--- src/rtl/lcdt_pkg.sv ---
package lcdt_pkg;
  typedef enum logic [1:0] {
    ST_IDLE = 2'd0,
    ST_REV  = 2'd1,
    ST_LAT  = 2'd2,
    ST_RUN  = 2'd3
  } lcdt_stage_e;
endpackage

--- src/rtl/lcdt_cycle_ctr.sv ---
module lcdt_cycle_ctr #(
  parameter int PERIOD = 303,
  localparam int W = (PERIOD > 2) ? $clog2(PERIOD) : 1
) (
  input  logic         clk,
  input  logic         rst_n,
  input  logic         run,
  input  logic         step,
  output logic [W-1:0] cnt,
  output logic         last
);
  localparam logic [W-1:0] TOP = W'(PERIOD - 1);

  assign last = (cnt == TOP);

  always_ff @(posedge clk or negedge rst_n) begin
    if (!rst_n)          cnt <= '0;
    else if (!run)       cnt <= '0;
    else if (step) begin
      if (last) cnt <= '0;
      else      cnt <= cnt + W'(1);
    end
  end
endmodule

--- src/rtl/lcdt_sequencer.sv ---
module lcdt_sequencer
  import lcdt_pkg::*;
(
  input  logic clk,
  input  logic rst_n,
  input  logic en,
  input  logic rev_past_gate,
  input  logic lat_at_gate,
  output logic rev_run,
  output logic lat_run,
  output logic grp_run
);
  lcdt_stage_e st, st_nx;

  always_comb begin
    st_nx = st;
    if (!en) st_nx = ST_IDLE;
    else begin
      unique case (st)
        ST_IDLE: st_nx = ST_REV;
        ST_REV:  if (rev_past_gate) st_nx = ST_LAT;
        ST_LAT:  if (lat_at_gate)   st_nx = ST_RUN;
        ST_RUN:  st_nx = ST_RUN;
        default: st_nx = ST_IDLE;
      endcase
    end
  end

  always_ff @(posedge clk or negedge rst_n) begin
    if (!rst_n) st <= ST_IDLE;
    else        st <= st_nx;
  end

  assign rev_run = (st != ST_IDLE);
  assign lat_run = (st == ST_LAT) || (st == ST_RUN);
  assign grp_run = (st == ST_RUN);


  lat_after_rev_chk: assert property (@(posedge clk) disable iff (!rst_n)
    (st == ST_LAT) |-> ($past(st) == ST_REV || $past(st) == ST_LAT));


  grp_after_gate_chk: assert property (@(posedge clk) disable iff (!rst_n)
    (st == ST_RUN && $past(st) != ST_RUN) |-> ($past(lat_at_gate) && $past(st) == ST_LAT));
endmodule

--- src/rtl/lcd_strobe_gen.sv ---
module lcd_strobe_gen #(
  parameter int LINE_CLKS   = 303,
  parameter int FRAME_LINES = 329,
  parameter int WIN_CLKS    = 248,
  parameter int REV_GATE    = 11,
  parameter int LAT_GATE    = 3
) (
  input  logic clk,
  input  logic rst_n,
  input  logic en,
  output logic rev_o,
  output logic latch_o,
  output logic frame_o,
  output logic lstart_o,
  output logic win_n_o,
  output logic running_o
);
  localparam int REV_PER = 2 * LINE_CLKS;
  localparam int RW = (REV_PER > 2) ? $clog2(REV_PER) : 1;
  localparam int LW = (LINE_CLKS > 2) ? $clog2(LINE_CLKS) : 1;
  localparam int FW = (FRAME_LINES > 2) ? $clog2(FRAME_LINES) : 1;
  localparam logic [RW-1:0] REV_GATE_C = RW'(REV_GATE);
  localparam logic [RW-1:0] REV_HALF_C = RW'(LINE_CLKS);
  localparam logic [LW-1:0] LAT_GATE_C = LW'(LAT_GATE);
  localparam logic [LW-1:0] WIN_C      = LW'(WIN_CLKS);
  localparam logic [FW-1:0] FRM_W_C    = FW'(2);

  logic rev_run, lat_run, grp_run;
  logic [RW-1:0] rev_cnt;
  logic [LW-1:0] lat_cnt, ln_cnt;
  logic [FW-1:0] lidx;
  logic rev_last, lat_last, ln_last, lidx_last;

  lcdt_sequencer u_seq (
    .clk           (clk),
    .rst_n         (rst_n),
    .en            (en),
    .rev_past_gate (rev_cnt > REV_GATE_C),
    .lat_at_gate   (lat_cnt == LAT_GATE_C),
    .rev_run       (rev_run),
    .lat_run       (lat_run),
    .grp_run       (grp_run)
  );

  lcdt_cycle_ctr #(.PERIOD(REV_PER)) u_rev_ctr (
    .clk(clk), .rst_n(rst_n), .run(rev_run), .step(1'b1),
    .cnt(rev_cnt), .last(rev_last));

  lcdt_cycle_ctr #(.PERIOD(LINE_CLKS)) u_lat_ctr (
    .clk(clk), .rst_n(rst_n), .run(lat_run), .step(1'b1),
    .cnt(lat_cnt), .last(lat_last));

  lcdt_cycle_ctr #(.PERIOD(LINE_CLKS)) u_line_ctr (
    .clk(clk), .rst_n(rst_n), .run(grp_run), .step(1'b1),
    .cnt(ln_cnt), .last(ln_last));

  lcdt_cycle_ctr #(.PERIOD(FRAME_LINES)) u_frame_ctr (
    .clk(clk), .rst_n(rst_n), .run(grp_run), .step(ln_last),
    .cnt(lidx), .last(lidx_last));

  assign rev_o     = rev_run && (rev_cnt < REV_HALF_C);
  assign latch_o   = lat_run && (lat_cnt == '0);
  assign lstart_o  = grp_run && (ln_cnt == '0);
  assign win_n_o   = !(grp_run && (ln_cnt < WIN_C));
  assign frame_o   = grp_run && (lidx < FRM_W_C);
  assign running_o = grp_run;


  idle_quiet_chk: assert property (@(posedge clk) disable iff (!rst_n)
    !en |=> (!rev_o && !latch_o && !frame_o && !lstart_o && win_n_o && !running_o));


  start_in_window_chk: assert property (@(posedge clk) disable iff (!rst_n)
    lstart_o |-> !win_n_o);


  frame_on_line_chk: assert property (@(posedge clk) disable iff (!rst_n)
    $rose(frame_o) |-> lstart_o);


  rev_edge_chk: assert property (@(posedge clk) disable iff (!rst_n)
    ($past(rev_run) && rev_run && rev_o != $past(rev_o)) |-> (rev_cnt == '0 || rev_cnt == REV_HALF_C));
endmodule

--- config.mk ---
export PLATFORM = sky130hd
export DESIGN_NAME = lcd_strobe_gen
export DESIGN_NICKNAME = d
export VERILOG_FILES = /design/src/rtl/lcdt_pkg.sv /design/src/rtl/lcdt_cycle_ctr.sv /design/src/rtl/lcdt_sequencer.sv /design/src/rtl/lcd_strobe_gen.sv
export SDC_FILE = /design/constraint.sdc
export NUM_CORES = 1
export LEC_CHECK = 0
export ABC_AREA = 1
export ABC_CLOCK_PERIOD_IN_PS = 3200
export BUFFER_PORTS_ARGS = -buffer_cell sky130_fd_sc_hd__buf_2
export CAP_MARGIN = 40
export CORE_ASPECT_RATIO = 0.5
export CORE_MARGIN = 10
export CORE_UTILIZATION = 65
export CTS_CLUSTER_DIAMETER = 200
export CTS_CLUSTER_SIZE = 16
export DETAILED_ROUTE_END_ITERATION = 16
export PLACE_DENSITY_LB_ADDON = 0.2
export SYNTH_ARGS = -nofsm -noshare
export SYNTH_HDL_FRONTEND = slang
export SYNTH_SLANG_ARGS = --single-unit
--- constraint.sdc ---
create_clock -name clk -period 3.2 [get_ports clk]
set_clock_uncertainty 0.15 [all_clocks]
set_input_delay 0.16 -clock clk [delete_from_list [all_inputs] [get_ports clk]]
set_output_delay 0.16 -clock clk [all_outputs]
set_load 0.02 [all_outputs]
# Yosys cells after proc, flatten, opt, wreduce, memory -nomap -nowiden
# Index checks and enable logic that the tools add are counted.
[classes]
addsub = 4
n_lt_le_gt_ge = 4
eq_ne = 11
muxes = 13
n_reduce_logical = 12
[op_table]
columns = ["operator", "count"]
rows = [
  ["$mux W9", 7],
  ["$add A9 B1 Y9 const B", 3],
  ["$eq A9 B9 Y1 const B", 3],
  ["$mux W10", 2],
  ["$logic_not A9 Y1", 2],
  ["$add A10 B1 Y10 const B", 1],
  ["$eq A10 B10 Y1 const B", 1],
  ["$gt A10 B4 Y1 const B", 1],
  ["$lt A10 B9 Y1 const B", 1],
  ["$eq A9 B2 Y1 const B", 1],
  ["$lt A9 B2 Y1 const B", 1],
  ["$lt A9 B8 Y1 const B", 1],
  ["$pmux W2 S4", 1],
  ["$mux W2", 3],
  ["$ne A3 B2 Y1 const B", 2],
  ["$logic_and A1 B1 Y1", 5],
  ["$eq A2 B2 Y1 const B", 2],
  ["$eq A2 B1 Y1 const B", 1],
  ["$logic_not A2 Y1", 1],
  ["$ne A2 B1 Y1 const B", 1],
  ["$reduce_and A2 Y1", 1],
  ["$reduce_bool A2 Y1", 1],
  ["$logic_not A1 Y1", 1],
  ["$logic_or A1 B1 Y1", 1],
]
[totals]
ff_bits = 39
out_inout_bits = 6
word_cells = 49

# Longest topological paths before layout
[depth]
word_depth = 4
mapped_depth = 10
ltp_nobuf = 10

# Cells and area by module
# From an unflattened synthesis, not the netlist that was laid out.
[hier_totals]
hier_cells = 410
area_unflattened_um2 = 2761.4
[by_module_without_submodules]
columns = ["mod", "n_inst", "cells_each", "area_per_inst_um2", "seq_area_each_um2"]
rows = [
  ["lcdt_cycle_ctr at u_lat_ctr ...", 2, 82, 583.1, 225.2],
  ["lcdt_cycle_ctr at u_rev_ctr", 1, 91, 659.4, 250.2],
  ["lcdt_cycle_ctr at u_frame_ctr", 1, 85, 601.8, 225.2],
  ["lcd_strobe_gen", 1, 48, 202.7, 0.0],
  ["lcdt_sequencer", 1, 22, 131.4, 50.0],
]

# Least setup slack after synthesis
# No wires, ideal clock.
[synth_path]
path_kind = "reg-to-output"
from = "register u_seq.st[1]"
to = "output lstart_o"
arrival_ns = 1.433
required_time_ns = 2.890
path_slack_ns = 1.457
path_stages_with_launch = 7
n_path_buf = 2
cell_sequence = "dfrtp_1 -> buf_4 -> nand2_2 -> inv_2 -> buf_6 -> nand4_1 -> nor4_1"
[synth_via]
elab_chain_cells = 2
[synth_rtl]
columns = ["element", "line", "rtl"]
rows = [
  ["from (decl)", "lcdt_sequencer.sv:13", "lcdt_stage_e st, st_nx;"],
  ["from (signal assigned)", "lcdt_sequencer.sv:31", "else st <= st_nx;"],
  ["$eq A2 B2 Y1", "lcdt_sequencer.sv:36", "assign grp_run = (st == ST_RUN);"],
  ["net running_o", "lcd_strobe_gen.sv:16", "output logic running_o"],
  ["$logic_and A1 B1 Y1", "lcd_strobe_gen.sv:63", "assign lstart_o = grp_run && (ln_cnt == '0);"],
  ["to (decl)", "lcd_strobe_gen.sv:14", "output logic lstart_o,"],
]
# The timed path passes the listed nets, and every way through them passes these cells.

# Final worst setup path
[layout_path]
from = "register u_rev_ctr.cnt[0]"
to = "output rev_o"
[layout_via]
elab_chain_cells = 2
[layout_rtl]
columns = ["element", "line", "rtl"]
rows = [
  ["from (decl)", "lcdt_cycle_ctr.sv:9", "output logic [W-1:0] cnt,"],
  ["from (signal assigned)", "lcdt_cycle_ctr.sv:21", "else cnt <= cnt + W'(1);"],
  ["$lt A10 B9 Y1", "lcd_strobe_gen.sv:61", "assign rev_o = rev_run && (rev_cnt < REV_HALF_C);"],
  ["$logic_and A1 B1 Y1", "lcd_strobe_gen.sv:61", ""],
  ["to (decl)", "lcd_strobe_gen.sv:11", "output logic rev_o,"],
]
# Every way passes these cells.

==> summary.md <==
| Metric | Value |
|---|---|
| Initial antenna violation count | 0 |
| Synth Warn # | 0 |
| Buffers & Inverters on Critical Path | 2 |
| Min setup slack post-route | 1.27 ns |
| WP depth | 7 |
| Critical Path, Cell by Cell | ha_1 -> inv_1 -> o21ai_0 -> nand2_1 -> nand2_1 -> a21oi_1 -> buf_2 |
| Largest cells by area after synthesis | dfrtp_1 (41%), nand2_1 (13%), nor2_1 (8.7%) |
| Total routed wirelength | 4840 um |
| CTS Buf Count | 5 |
| Avg Inst Size Synth | 7.11 um^2 |
| Clk sinks | 39 |
| Slew Viols, Final | 0 |
| Boundary Pins | 9 |
| Total chip power | 0.970 mW |
| WP data arrival | 1.62 ns |
| Antenna-violating nets left | 0 |
| Die area | 6590 um^2 |
| Clock-pin transition on the worst setup and hold timing paths | 0.08 ns |
| Commonest non-fill, non-tap cell in the layout | nand2_1 |
| Clock buffer depth | 2 |
| GR Util All Layers | 15.3% |
| Most frequent cells in the layout | nand2_1 (81), nor2_1 (55), inv_1 (48) |
| Synth Instances | 332 |
| # setup viols final | 0 |
| Initial Util | 68.0% |
| Largest area contributor in the netlist | dfrtp_1 |
| Critical path class | reg -> out |
| GR peak layer | met2 |
| VDD IR-drop max | 0.000274 V |
| Fin nets | 359 |
| Hpwl dp | 3730 um |
| Worst Setup EP | rev_o |
| Core Region | 3470 um^2 |
| Die width | 105 um |
| Setup TNS Final | 0 ns |
| Met1 Track Usage GR | 17.8% |
| Slowest CP cell | dfrtp_1 |
| Setup crit start | u_rev_ctr.cnt[0] |
| Largest net degree at the start of global routing | 34 |
| M3 GR Usage | under 10% |
| CTS tree | built |
| Final Hold Vio Count | 0 |
| Drt first pass iters | 4 |
| Tcrit/Tclk final | between 60% and 70% |
| Vias in the first global route | 2057 |
| CP peak stage delay | 0.43 ns |
| Via/cell ratio | approximately 5.4 |
| Max_cap viols | 0 |
| DP Worst Slack | 1.59 ns |
| Worst path most repeated cell | nand2_1 |
| Post-synthesis cell type count | 27 |
| GP Congestion | 0.917 |
| Pwr dens | roughly 380 nW/um^2 |
| Post-CTS Resized | 0 |
| Worst min-delay path class | in -> async |
| R2R depth | 9 |
| RR Startpoint | u_line_ctr.cnt[0] |
| Status | complete, no violations |
| Area Overhead vs Synth | 9.01% |
| Critical Path Fanout Max | 6 |
| Synthesized area | roughly 2400 um^2 |
| Leakage | 1.24 nW |
| Slew margin rel. | 82.1% |
| DR WL/cell | about 12 um |
| Unrepaired setup endpoints after global routing | no |
| Htree depth | 2 |
| # DRC | 0 |
| Reg-to-Reg End | u_frame_ctr.cnt[8] |
| Slew @ Worst Pin | 0.266 ns |
| Die Ht | 62.6 um |
| Synth Register Bits | 39 |
| First-pass GRT wire length | 8690 um |
| Syn nets | roughly 350 |
| Diodes inserted | 0 |
| Worst setup SP type | register |
| R2R setup slack | around 1.6 ns |
| Root Buffer | clkbuf_8 |
| Port-buffer cells | 8 |
| Layout cells sized above 1 | 7.49% |
| Peak Freq | 518 MHz |
| Kind of cell adding the most delay to the critical path | flip-flops |
| Top cell type's share of synthesized area | about two fifths |
| Remaining Overflow, GRT | 0 |
| Row Count | 15 |
| Req. time, crit path | around 2.9 ns |
| GRT met2 Usage | 26.6% |
| DR iter-0 viols | 160 |
| Clock Latency Late Sink | 0.30 ns |
| Minimum clock period | 1.93 ns |
| Via count | 2135 |
| Crit. End Element | primary output |
| Final core utilization | 74.1% |
| Sequential share of the synthesized area | between 40% and 50% |
==> what timing repair did <==
| action | in CTS | in global routing |
|---|---|---|
| hold endpoints to repair | 41 | 0 |
| hold buffers | 2 | 0 |
| setup buffers | 0 | 0 |
==> logic make-up (layout without fill, tap and decap cells) <==
kind of cell             count (synthesis)  after routing  share of synthesized area (%)
AND/OR/NAND/NOR                        205            205                           38.2
flip-flops                              39             39                           41.3
AO/OA/AOI/OAI                           21             21                           4.82
XOR/XNOR                                 2              2                          0.742
adder cells (fa/ha/maj)                 10             10                           5.30
buffers and inverters                   55             70                           9.59
==> state kept, by name (all words and copies together), names as in the netlist <==
name and count:
u_seq.st 2, u_line_ctr.cnt 9, u_frame_ctr.cnt 9, u_rev_ctr.cnt 10, u_lat_ctr.cnt 9
==> cell type report <==
type                            instances  area [um^2]
Inverter                               51          191
Clock buffer                            7         96.3
Multi-Input combinational cell        238         1160
Sequential cell                        39          976
Timing Repair Buffer                   11         80.1
Tap cell                               51         63.8
Clock inverter                          1         7.51
Fill cell                             283          898
==> worst min-delay path by stage <==
stage | start | end | slack (ns) | depth (start not counted)
final | rst_n | u_frame_ctr.cnt[5] | 0.09 | 2
after global routing | rst_n | u_line_ctr.cnt[7] | 0.11 | 2
after CTS | rst_n | u_frame_ctr.cnt[4] | 0.09 | 2
after detailed placement | rst_n | u_frame_ctr.cnt[5] | -0.13 | 1
after global placement | rst_n | u_frame_ctr.cnt[7] | 0.17 | 1
after floorplan | rst_n | u_frame_ctr.cnt[0] | -0.29 | 0
==> cells in the mapped netlist <==
| cell type | instances |
|---|---|
| nor2_4 | 1 |
| nand2_1 | 81 |
| nor4_1 | 1 |
| inv_2 | 3 |
| or2_0 | 1 |
| inv_1 | 48 |
| nand2_4 | 1 |
| nor3b_1 | 3 |
| o21bai_1 | 1 |
| xnor2_1 | 2 |
| o31ai_1 | 2 |
| o21ai_0 | 2 |
| nor2_1 | 55 |
| buf_6 | 2 |
| o21ai_1 | 4 |
| a31oi_1 | 1 |
| nand2_2 | 2 |
| or2_2 | 1 |
| nor2_2 | 1 |
| dfrtp_1 | 39 |
| nor3_1 | 15 |
| nand4_1 | 15 |
| buf_2 | 1 |
| ha_1 | 10 |
| buf_4 | 1 |
| nand3_1 | 28 |
| a21oi_1 | 11 |
==> metrics by stage <==
step | instance area [um^2] | std cells | hold WS (ns)
floorplan | 2360 | 332 | -0.286
global placement | 2430 | 387 | 0.166
detailed placement | 2450 | 388 | -0.128
CTS | 2570 | 398 | 0.0920
global route | 2570 | 398 | 0.106
finish | 2570 | 398 | 0.0917
==> where the power goes <==
part / internal [mW] / switching (mW) / total [mW] / leakage (nW)
Sequential: 0.504 / 0.0152 / 0.519 / 0.538
Clock: 0.196 / 0.176 / 0.372 / 0.0505
Combinational: 0.0274 / 0.0512 / 0.0786 / 0.651
==> layer usage <==
layer	part of all wire [%]	vias to the layer above
met4	1.6	0
met3	5.7	9
met1	45	976
met5	0	-
met2	48	63
li1	-	1087
(Power assumes the default switching activity.)
